$ cat config.mk
export PLATFORM = sky130hd
export DESIGN_NAME = bcd_rtc_core
export DESIGN_NICKNAME = d
export VERILOG_FILES = /design/src/rtl/rtc_pkg.sv /design/src/rtl/rtc_ctrl.sv /design/src/rtl/rtc_datapath.sv /design/src/rtl/bcd_rtc_core.sv
export SDC_FILE = /design/constraint.sdc
export NUM_CORES = 1
export LEC_CHECK = 0
export BUFFER_PORTS_ARGS = -buffer_cell sky130_fd_sc_hd__buf_2
export CAP_MARGIN = 10
export CORE_UTILIZATION = 50
export CTS_CLUSTER_SIZE = 40
export DETAILED_ROUTE_END_ITERATION = 7
export MAX_ROUTING_LAYER = met4
export PLACE_DENSITY = 0.86
export SETUP_SLACK_MARGIN = 0.15
export SYNTH_ARGS = -nofsm -noshare
export SYNTH_HDL_FRONTEND = slang
export SYNTH_SLANG_ARGS = --single-unit
export TNS_END_PERCENT = 100
$ cat constraint.sdc
create_clock -name clk -period 3.8 [get_ports clk]
set_input_delay 0.19 -clock clk [delete_from_list [all_inputs] [get_ports clk]]
set_output_delay 0.19 -clock clk [all_outputs]
set_load 0.1 [all_outputs]
$ cat src/rtl/rtc_pkg.sv
package rtc_pkg;

  typedef struct packed {
    logic tick;
    logic load;
    logic h24;
  } rtcStrobe_t;

  function automatic logic [7:0] bcdInc(input logic [7:0] v);
    if (v[3:0] == 4'd9) return {v[7:4] + 4'd1, 4'h0};
    return {v[7:4], v[3:0] + 4'd1};
  endfunction

  function automatic logic [7:0] lastDayBcd(input logic [7:0] mon, input logic [7:0] yr);
    logic [4:0] mod4;
    mod4 = {yr[7:4], 1'b0} + {1'b0, yr[3:0]};
    case (mon)
      8'h02: return (mod4[1:0] == 2'd0) ? 8'h29 : 8'h28;
      8'h04, 8'h06, 8'h09, 8'h11: return 8'h30;
      default: return 8'h31;
    endcase
  endfunction

endpackage

$ cat src/rtl/rtc_ctrl.sv
module rtc_ctrl
  import rtc_pkg::*;
#(
  parameter int DIV_W       = 22,
  parameter int FIXED_COUNT = 32768,
  parameter int SYNC_STAGES = 2
) (
  input  logic             clk,
  input  logic             rst_n,
  input  logic             refTick,
  input  logic             cntEnable,
  input  logic             cmpMode,
  input  logic [DIV_W-1:0] cmpValue,
  input  logic             mode24h,
  input  logic             waitReq,
  input  logic             loadStrobe,
  output rtcStrobe_t       stb,
  output logic             enStatus,
  output logic             waitStatus
);

  localparam logic [DIV_W-1:0] FIXED_LIMIT = DIV_W'(FIXED_COUNT - 1);

  logic [SYNC_STAGES-1:0] enSync, waitSync;
  logic                   cmpModeQ, mode24Q;
  logic [DIV_W-1:0]       cmpValueQ, divQ, limit;
  logic                   run, loadOk, atLimit;

  always_ff @(posedge clk or negedge rst_n) begin
    if (!rst_n) begin
      enSync   <= '0;
      waitSync <= '0;
    end else if (refTick) begin
      enSync   <= {enSync[SYNC_STAGES-2:0], cntEnable};
      waitSync <= {waitSync[SYNC_STAGES-2:0], waitReq};
    end
  end

  assign enStatus   = enSync[SYNC_STAGES-1];
  assign waitStatus = waitSync[SYNC_STAGES-1];

  always_ff @(posedge clk or negedge rst_n) begin
    if (!rst_n) begin
      cmpModeQ  <= 1'b0;
      cmpValueQ <= FIXED_LIMIT;
      mode24Q   <= 1'b1;
    end else if (!cntEnable && !enStatus) begin
      cmpModeQ  <= cmpMode;
      cmpValueQ <= cmpValue;
      mode24Q   <= mode24h;
    end
  end

  assign limit   = cmpModeQ ? cmpValueQ : FIXED_LIMIT;
  assign run     = enStatus && !waitReq && !waitStatus;
  assign loadOk  = loadStrobe && (waitStatus || !enStatus);
  assign atLimit = (divQ >= limit);

  always_ff @(posedge clk or negedge rst_n) begin
    if (!rst_n) divQ <= '0;
    else if (!enStatus || loadOk) divQ <= '0;
    else if (run && refTick) divQ <= atLimit ? '0 : divQ + 1'b1;
  end

  assign stb.tick = run && refTick && atLimit;
  assign stb.load = loadOk;
  assign stb.h24  = mode24Q;

  assert_en_sync_R5: assert property (@(posedge clk) disable iff (!rst_n)
    (enStatus != $past(enStatus)) |-> $past(refTick));

  assert_wait_sync_R3: assert property (@(posedge clk) disable iff (!rst_n)
    (waitStatus != $past(waitStatus)) |-> $past(refTick));

  assert_mode_frozen_R6: assert property (@(posedge clk) disable iff (!rst_n)
    ($past(enStatus) && enStatus) |-> $stable({cmpModeQ, cmpValueQ, mode24Q}));

endmodule

$ cat src/rtl/rtc_datapath.sv
module rtc_datapath
  import rtc_pkg::*;
(
  input  logic        clk,
  input  logic        rst_n,
  input  rtcStrobe_t  stb,
  input  logic [23:0] timeIn,
  input  logic [31:0] calIn,
  output logic [23:0] timeQ,
  output logic [31:0] calQ,
  output logic [23:0] timeSnap,
  output logic [31:0] calSnap
);

  localparam logic [31:0] CAL_RESET = 32'h0001_0100;

  logic [7:0] sec, minute, hr, day, mon, yr, lastDay;
  logic [3:0] wday;
  logic [7:0] nSec, nMin, nHr, nDay, nMon, nYr, hr12;
  logic [3:0] nWday;
  logic       cMin, cHr, cDay, cMon, cYr, snapEn;

  assign sec    = timeQ[7:0];
  assign minute = timeQ[15:8];
  assign hr     = timeQ[23:16];
  assign wday   = calQ[3:0];
  assign day    = calQ[15:8];
  assign mon    = calQ[23:16];
  assign yr     = calQ[31:24];
  assign lastDay = lastDayBcd(mon, yr);
  assign hr12   = {3'b000, hr[4:0]};

  always_comb begin
    cMin = (sec == 8'h59);
    nSec = cMin ? 8'h00 : bcdInc(sec);
    cHr  = cMin && (minute == 8'h59);
    nMin = cMin ? ((minute == 8'h59) ? 8'h00 : bcdInc(minute)) : minute;
    cDay = 1'b0;
    nHr  = hr;
    if (cHr) begin
      if (stb.h24) begin
        cDay = (hr == 8'h23);
        nHr  = cDay ? 8'h00 : bcdInc(hr);
      end else if (hr12 == 8'h11) begin
        nHr  = {2'b00, !hr[5], 5'h12};
        cDay = hr[5];
      end else if (hr12 == 8'h12) begin
        nHr  = {2'b00, hr[5], 5'h01};
      end else begin
        nHr  = {2'b00, hr[5], bcdInc(hr12)[4:0]};
      end
    end
    nWday = wday;
    nDay  = day;
    cMon  = 1'b0;
    if (cDay) begin
      nWday = (wday >= 4'd6) ? 4'd0 : wday + 4'd1;
      cMon  = (day == lastDay);
      nDay  = cMon ? 8'h01 : bcdInc(day);
    end
    cYr  = cMon && (mon == 8'h12);
    nMon = cMon ? ((mon == 8'h12) ? 8'h01 : bcdInc(mon)) : mon;
    nYr  = cYr ? ((yr == 8'h99) ? 8'h00 : bcdInc(yr)) : yr;
  end

  always_ff @(posedge clk or negedge rst_n) begin
    if (!rst_n) begin
      timeQ  <= '0;
      calQ   <= CAL_RESET;
      snapEn <= 1'b0;
    end else begin
      snapEn <= stb.tick || stb.load;
      if (stb.load) begin
        timeQ <= timeIn;
        calQ  <= calIn;
      end else if (stb.tick) begin
        timeQ <= {nHr, nMin, nSec};
        calQ  <= {nYr, nMon, nDay, calQ[7:4], nWday};
      end
    end
  end

  always_ff @(posedge clk or negedge rst_n) begin
    if (!rst_n) begin
      timeSnap <= '0;
      calSnap  <= CAL_RESET;
    end else if (snapEn) begin
      timeSnap <= timeQ;
      calSnap  <= calQ;
    end
  end

  assert_sec_bcd_R1: assert property (@(posedge clk) disable iff (!rst_n)
    (sec[7:4] <= 4'd5) && (sec[3:0] <= 4'd9));

  assert_month_range_R2: assert property (@(posedge clk) disable iff (!rst_n)
    (mon >= 8'h01) && (mon <= 8'h12));

  assert_day_limit_R9: assert property (@(posedge clk) disable iff (!rst_n)
    (day >= 8'h01) && (day <= lastDay));

endmodule

$ cat src/rtl/bcd_rtc_core.sv
module bcd_rtc_core
  import rtc_pkg::*;
#(
  parameter int DIV_W       = 22,
  parameter int FIXED_COUNT = 32768,
  parameter int SYNC_STAGES = 2
) (
  input  logic             clk,
  input  logic             rst_n,
  input  logic             refTick,
  input  logic             cntEnable,
  input  logic             cmpMode,
  input  logic [DIV_W-1:0] cmpValue,
  input  logic             mode24h,
  input  logic             waitReq,
  input  logic             loadStrobe,
  input  logic [23:0]      timeIn,
  input  logic [31:0]      calIn,
  output logic [23:0]      timeLive,
  output logic [31:0]      calLive,
  output logic [23:0]      timeSnap,
  output logic [31:0]      calSnap,
  output logic [7:0]       secLive,
  output logic             enStatus,
  output logic             waitStatus
);

  rtcStrobe_t stb;

  rtc_ctrl #(.DIV_W(DIV_W), .FIXED_COUNT(FIXED_COUNT), .SYNC_STAGES(SYNC_STAGES)) u_ctrl (
    .clk(clk), .rst_n(rst_n), .refTick(refTick), .cntEnable(cntEnable),
    .cmpMode(cmpMode), .cmpValue(cmpValue), .mode24h(mode24h),
    .waitReq(waitReq), .loadStrobe(loadStrobe), .stb(stb),
    .enStatus(enStatus), .waitStatus(waitStatus)
  );

  rtc_datapath u_dp (
    .clk(clk), .rst_n(rst_n), .stb(stb), .timeIn(timeIn), .calIn(calIn),
    .timeQ(timeLive), .calQ(calLive), .timeSnap(timeSnap), .calSnap(calSnap)
  );

  assign secLive = timeLive[7:0];

  assert_hold_freeze_R3: assert property (@(posedge clk) disable iff (!rst_n)
    (waitStatus && !loadStrobe) |=> $stable(timeLive) && $stable(calLive));

endmodule

* After elaboration in Yosys (flattened, before gate mapping)
Cells that the tools add are included.
** Word-level totals
- Output and inout port bits :: 122
- Memories kept :: 0
- Latch bits :: 0
- Memory bits (writable) :: 0
- Flip-flop bits (word level) :: 163
- Logic and storage cells :: 164
- Bits in read-only memories :: 0
** Operators by class
- Magnitude comparators :: 2
- Divide/modulo/power cells :: 0
- Reductions and logical operators :: 45
- Multiply operators :: 0
- Shift operators :: 0
- Bitwise logic cells :: 0
- Eq/ne operators :: 20
- $add $sub $neg :: 16
- Mux-type cells :: 57
** Operators by type and width (count)
- 8-bit 2-to-1 mux :: 25
- 22-bit 2-to-1 mux :: 4
- 32-bit 2-to-1 mux :: 2
- 4-bit by 1-bit adder with 4-bit output (second input constant) :: 13
- 24-bit 2-to-1 mux :: 2
- 4-bit == test (second input constant) :: 6
- 22-bit by 1-bit adder with 22-bit output (second input constant) :: 1
- 22-bit greater-or-equal comparator :: 1
- 1-bit 2-to-1 mux :: 18
- 3-bit nonzero test :: 6
- 8-bit by 3-bit == test with 1-bit output (second input constant) :: 2
- 8-bit by 5-bit == test with 1-bit output (second input constant) :: 2
- 8-bit by 7-bit == test with 1-bit output (second input constant) :: 2
- 8-bit case mux with 2 select lines :: 1
- 5-bit 2-to-1 mux :: 3
- 3-bit AND reduction :: 5
- 2-bit nonzero test :: 7
- 2-bit AND reduction :: 6
- 5-bit == test (second input constant) :: 2
- 8-bit by 2-bit == test with 1-bit output (second input constant) :: 1
- 8-bit by 4-bit == test with 1-bit output (second input constant) :: 1
- 8-bit by 6-bit == test with 1-bit output (second input constant) :: 1
- 8-bit == test :: 1
- 8-bit == test (second input constant) :: 1
- other kinds (12) :: 27

* Depth between registers and ports, before layout
- Depth in word-level cells :: 13
- Mapped depth :: 12
- Depth with buffers taken out :: 10

* Hierarchy
From an unflattened synthesis, not the netlist that was laid out.
** Unflattened totals
- Cell total of the unflattened synthesis :: 854
- Area, all modules :: 8872.3 um2
** Modules (own cells, without submodules)
- rtc_datapath :: cells an instance 556, times used 1, area an instance 5859.4 um2
- rtc_ctrl :: cells an instance 290, times used 1, area an instance 2952.8 um2
- bcd_rtc_core :: cells an instance 8, times used 1, area an instance 60.1 um2

* Least setup slack after synthesis
No wires, ideal clock.
- Path type :: register -> register
- Start :: register u_dp.calQ[20]
- End :: register u_dp.calQ[18]
- Setup slack :: 0.647 ns
- Arrival :: 3.028 ns
- Library setup time :: 0.125 ns
- Stages on the path, launching flop included :: 11
- Path buffers :: 1
- Path through :: dfrtp_1 inv_1 ha_1 nand4b_1 o31ai_2 or3_1 a221oi_2 buf_4 nand4_1 xnor2_1 mux2_2
** Between the ends
- Word-level cells in the longest chain between the ends :: 7
** Ends and longest elaborated chain
- start: declaration :: RTL line rtc_datapath.sv:10 : output logic [31:0] calQ,
- start signal: assignment :: RTL line rtc_datapath.sv:75 : calQ <= calIn;
- start signal: assignment :: RTL line rtc_datapath.sv:78 : calQ <= {nYr, nMon, nDay, calQ[7:4], nWday};
- 8-bit by 3-bit == test with 1-bit output (tied with other cells) :: RTL line rtc_pkg.sv:17 : case (mon)
- 4-bit OR reduction :: RTL line rtc_pkg.sv:17
- 8-bit case mux with 2 select lines :: RTL line rtc_pkg.sv:17
- 8-bit == test :: RTL line rtc_datapath.sv:58 : cMon = (day == lastDay);
- 1-bit 2-to-1 mux :: RTL line rtc_datapath.sv:56 : if (cDay) begin
- 2-bit nonzero test (no source line)
- 2-bit AND reduction (no source line)
Parallel ways exist; a longest one is shown, timed or not. The select of a mux whose other input is x is not followed.
A chain may end at the register's enable or synchronous reset.

* Worst setup path in the final report
- Start :: register u_ctrl.cmpModeQ
- End :: register u_dp.timeQ[23]
** Between the ends
- Word-level cells in the longest chain between the ends :: 5
** Ends and longest elaborated chain
- start: declaration :: RTL line rtc_ctrl.sv:25 : logic cmpModeQ, mode24Q;
- start signal: assignment :: RTL line rtc_ctrl.sv:48 : cmpModeQ <= cmpMode;
- 22-bit 2-to-1 mux :: RTL line rtc_ctrl.sv:54 : assign limit = cmpModeQ ? cmpValueQ : FIXED_LIMIT;
- 22-bit greater-or-equal comparator :: RTL line rtc_ctrl.sv:57 : assign atLimit = (divQ >= limit);
- 1-bit logical AND :: RTL line rtc_ctrl.sv:65 : assign stb.tick = run && refTick && atLimit;
- 2-bit nonzero test (no source line)
- 3-bit AND reduction (no source line)
- end signal: assignment :: RTL line rtc_datapath.sv:74 : timeQ <= timeIn;
- end signal: assignment :: RTL line rtc_datapath.sv:77 : timeQ <= {nHr, nMin, nSec};
- end: declaration :: RTL line rtc_datapath.sv:9 : output logic [23:0] timeQ,
No other way between the ends.

==> impl_metrics.csv <==
group,metric,value,unit
drt,drtIter0Drc,509,
drt,postRouteAntennaNets,0,
clock_tree,cts_max_path_buffers,2,
clock_tree,tritoncts,"done",
global_route,grt_pass1_wl,36900,um
floorplanning,die_y,135,um
timing,rsz0062_at_grt,"false",
cells_and_area,area_growth,24.3,%
synthesis,ys_async_sr_fraction,100,%
global_route,grt_max_degree,86,
global_route,grt_pass1_vias,7385,
timing,fmax,0.299,GHz
placed_design,port-buffer-count,207,
drt,dr.pass1.iters,5,
synthesis,yosys_warnings,0,
timing,fin_crit_sh,88.1,%
min_path,min_path_cells,3,
cells_and_area,nets,1221,
timing,slew_headroom,21.2,%
timing,tightest_slew,1.18,ns
drt,routedWlPerCell,17.3,um
timing,fin_crit,3.35,ns
clock_tree,cts-root-buf,"clkbuf_16",
drt,post-route-drc-count,0,
placed_design,place.gp.congestion,0.884,
worst_setup_path,cp_max_fo,23,
synthesis,synth-seq-cells,163,
clock_tree,clk_pin_slew,0.06,ns
global_route,gr-total-overflow,0,
pwr,p_leak,4.97,nW
clock_tree,cts_sinks,163,
global_route,grt_usage,26.7,%
synthesis,ys_seq_area_share,46.4,%
floorplanning,core-area,0.0173,mm2
worst_setup_path,reg2regPathDepth,10,
drt,wl,23000,um
clock_tree,cts_max_level,4,
worst_setup_path,rr_startpoint,"u_ctrl.cmpModeQ$_DFFE_PN0P_",
timing,tns,0,ns
worst_setup_path,r2r_setup_slack,0.45,ns
floorplanning,dieArea,0.0182,mm2
worst_setup_path,cp_data_required_time,4.09,ns
min_path,hold_class,"input pin to flip-flop",
synthesis,syn_inst,864,
global_route,grt_antenna_before_repair,2,
pwr,power_density,782,mW/mm2
synthesis,synth.cell_area,0.00884,mm2
synthesis,synthFlopType,"dfrtp_1",
worst_setup_path,worstPathArrival,3.64,ns
flow_run,maxCapViolations,0,
synthesis,yosysUniqueCellTypes,81,
floorplanning,fp-row-count,48,
outcome,status,"finished clean",
worst_setup_path,r2r_end,"u_dp.timeQ[23]$_DFFE_PN0P_",
placed_design,dpl.cell_count,1256,
timing,clock-skew-final,0.0161,ns
clock_tree,clk-insertion-delay-late,0.42,ns
min_path,min_from,"timeIn[12]",
worst_setup_path,startpoint_type,"flip-flop",
synthesis,synth_edf_count,0,
floorplanning,initial_utilization,51.1,%
synthesis,synth_fp_nets,995,
floorplanning,die_w,135,um
worst_setup_path,path_class,"flip-flop to flip-flop",
cells_and_area,final_cell_mix,"206 x buf_2, 141 x dfrtp_1, 89 x nand2_1",
synthesis,postSynthAreaPerCell,10.2,um2
cells_and_area,fin_util,63.5,%
floorplanning,ios,208,
worst_setup_path,crit_path_end_kind,"flip-flop",
cells_and_area,mostFrequentLayoutCell,"buf_2",
min_path,hold_end,"u_dp.timeQ[12]$_DFFE_PN0P_",
timing,hold_viol_final,0,
placed_design,dpl.hpwl,15900,um
pwr,ir_worst_vdd,0.000711,V
cells_and_area,layout-drive-gt1-share,34.7,%
timing,report.final.slew_viol_count,0,
drt,viasPerCell,5.71,
clock_tree,cts_buffers,17,
timing,finalSetupViolations,0,
clock_tree,post_cts_buffers,0,
cells_and_area,final_cell_count_no_fill,1330,
drt,vias,7597,
## critical path, cell delays in order, from the launching register on
cell and delay, ns:
dfrtp_2 0.56, nand2_1 0.12, ha_1 0.34, nand4_1 0.13, nor4_1 0.51, a22oi_1 0.20, and3_1 0.28, a2111oi_4 0.53
a21oi_1 0.22, o21ai_0 0.21, o21ai_0 0.11
## cells in the mapped netlist (3+ instances only)
| library cell | instances | share of area, % |
|---|---|---|
| nand3_1 | 39 | 2.2 |
| xnor2_1 | 5 | 0.50 |
| nor4_1 | 4 | 0.28 |
| or3_1 | 10 | 0.71 |
| buf_4 | 9 | 0.76 |
| mux2_2 | 85 | 11 |
| a21oi_1 | 30 | 1.7 |
| buf_2 | 3 | 0.17 |
| nand2_1 | 89 | 3.8 |
| nor3b_1 | 3 | 0.25 |
| o41ai_1 | 5 | 0.50 |
| dfrtp_1 | 143 | 40 |
| inv_1 | 23 | 0.98 |
| a41oi_1 | 3 | 0.30 |
| o22ai_1 | 4 | 0.28 |
| or4_1 | 6 | 0.51 |
| a31oi_1 | 19 | 1.3 |
| nand3b_1 | 4 | 0.34 |
| dfstp_2 | 20 | 5.9 |
| o21ai_0 | 55 | 3.1 |
| nand4_1 | 14 | 0.99 |
| buf_6 | 4 | 0.51 |
| clkbuf_8 | 3 | 0.47 |
| xor2_1 | 7 | 0.69 |
| a22o_1 | 3 | 0.30 |
| nor2b_1 | 20 | 1.4 |
| and2_1 | 6 | 0.42 |
| o31ai_1 | 4 | 0.34 |
| o211ai_1 | 8 | 0.68 |
| and3_1 | 11 | 0.78 |
| nand2b_1 | 8 | 0.57 |
| ha_1 | 45 | 6.4 |
| o221a_2 | 4 | 0.51 |
| a22oi_1 | 4 | 0.34 |
| clkbuf_1 | 28 | 1.2 |
| nor2_1 | 67 | 2.8 |
| nor3_1 | 12 | 0.68 |
| or2_2 | 4 | 0.28 |
## worst max path at each step
stage / startpoint / to / cells past startpoint
after CTS: u_ctrl.cmpModeQ$_DFFE_PN0P_ / u_dp.timeQ[23]$_DFFE_PN0P_ / 10
final: u_ctrl.cmpModeQ$_DFFE_PN0P_ / u_dp.timeQ[23]$_DFFE_PN0P_ / 10
after global placement: u_ctrl.cmpModeQ$_DFFE_PN0P_ / u_dp.timeQ[21]$_DFFE_PN0P_ / 10
after floorplan: u_dp.calQ[20]$_DFFE_PN0P_ / u_dp.calQ[18]$_DFFE_PN0P_ / 10
after global routing: u_ctrl.cmpModeQ$_DFFE_PN0P_ / u_dp.timeQ[21]$_DFFE_PN0P_ / 10
after detailed placement: u_ctrl.cmpModeQ$_DFFE_PN0P_ / u_dp.timeQ[23]$_DFFE_PN0P_ / 10
## metrics by stage
stage                     hold WS, ns  total power [mW]  cell area (um2)  setup WS (ns)
final                          0.0129              8.60            11000          0.452
after global routing          0.00437              8.92            11000          0.157
after CTS                  0.00000525              8.62            11000          0.327
after detailed placement        0.280              6.76             9970          0.325
after global placement          0.281              6.67             9970          0.577
after floorplan                -0.106              6.04             8840          0.647
## report_power, final
part / internal, mW / switching, mW
sequential: 2.17 / 0.462
combinational: 0.822 / 3.32
clock: 1.10 / 0.714
## registers in the layout, indices dropped and copies added, names as in the netlist
signal	count
u_dp.snapEn	1
u_ctrl.divQ	22
u_dp.timeQ	24
u_dp.timeSnap	24
u_dp.calQ	32
u_ctrl.mode24Q	1
u_ctrl.cmpModeQ	1
u_dp.calSnap	32
u_ctrl.enSync	2
u_ctrl.waitSync	2
u_ctrl.cmpValueQ	22
## cell families after synthesis
kind of cell	synth area share [%]
multiplexers	10.9
AND/OR/NAND/NOR	18.1
buffers and inverters	4.16
AO/OA/AOI/OAI	12.8
adder cells (fa/ha/maj)	6.37
XOR/XNOR	1.19
flip-flops	46.4
## area by class of cell
| class | instances | area (um2) |
|---|---|---|
| fillers | 1356 | 6310 |
| multi-input cells | 629 | 4370 |
| flip-flops and latches | 163 | 4110 |
| repair buffers | 256 | 1520 |
| clock buffers | 19 | 433 |
| well taps | 225 | 282 |
| clock inverters | 13 | 184 |
| inverters | 23 | 86.3 |
| diodes | 2 | 5.00 |
## per-layer routing
| metal | wire [um] | track usage [%] |
|---|---|---|
| met1 | 9530 | 32.4 |
| met2 | 11600 | 44.5 |
| met3 | 1460 | 5.59 |
| met4 | 439 | 8.30 |
| met5 | 0 | - |
## what timing repair did
action / 4_1_cts / 5_1_grt
endpoints found under the setup margin: 0 / 9
endpoints found under the hold margin: 99 / 3
hold buffers: 37 / 3
gates resized for setup: 0 / 1
Power figures use the tool's default switching activity.
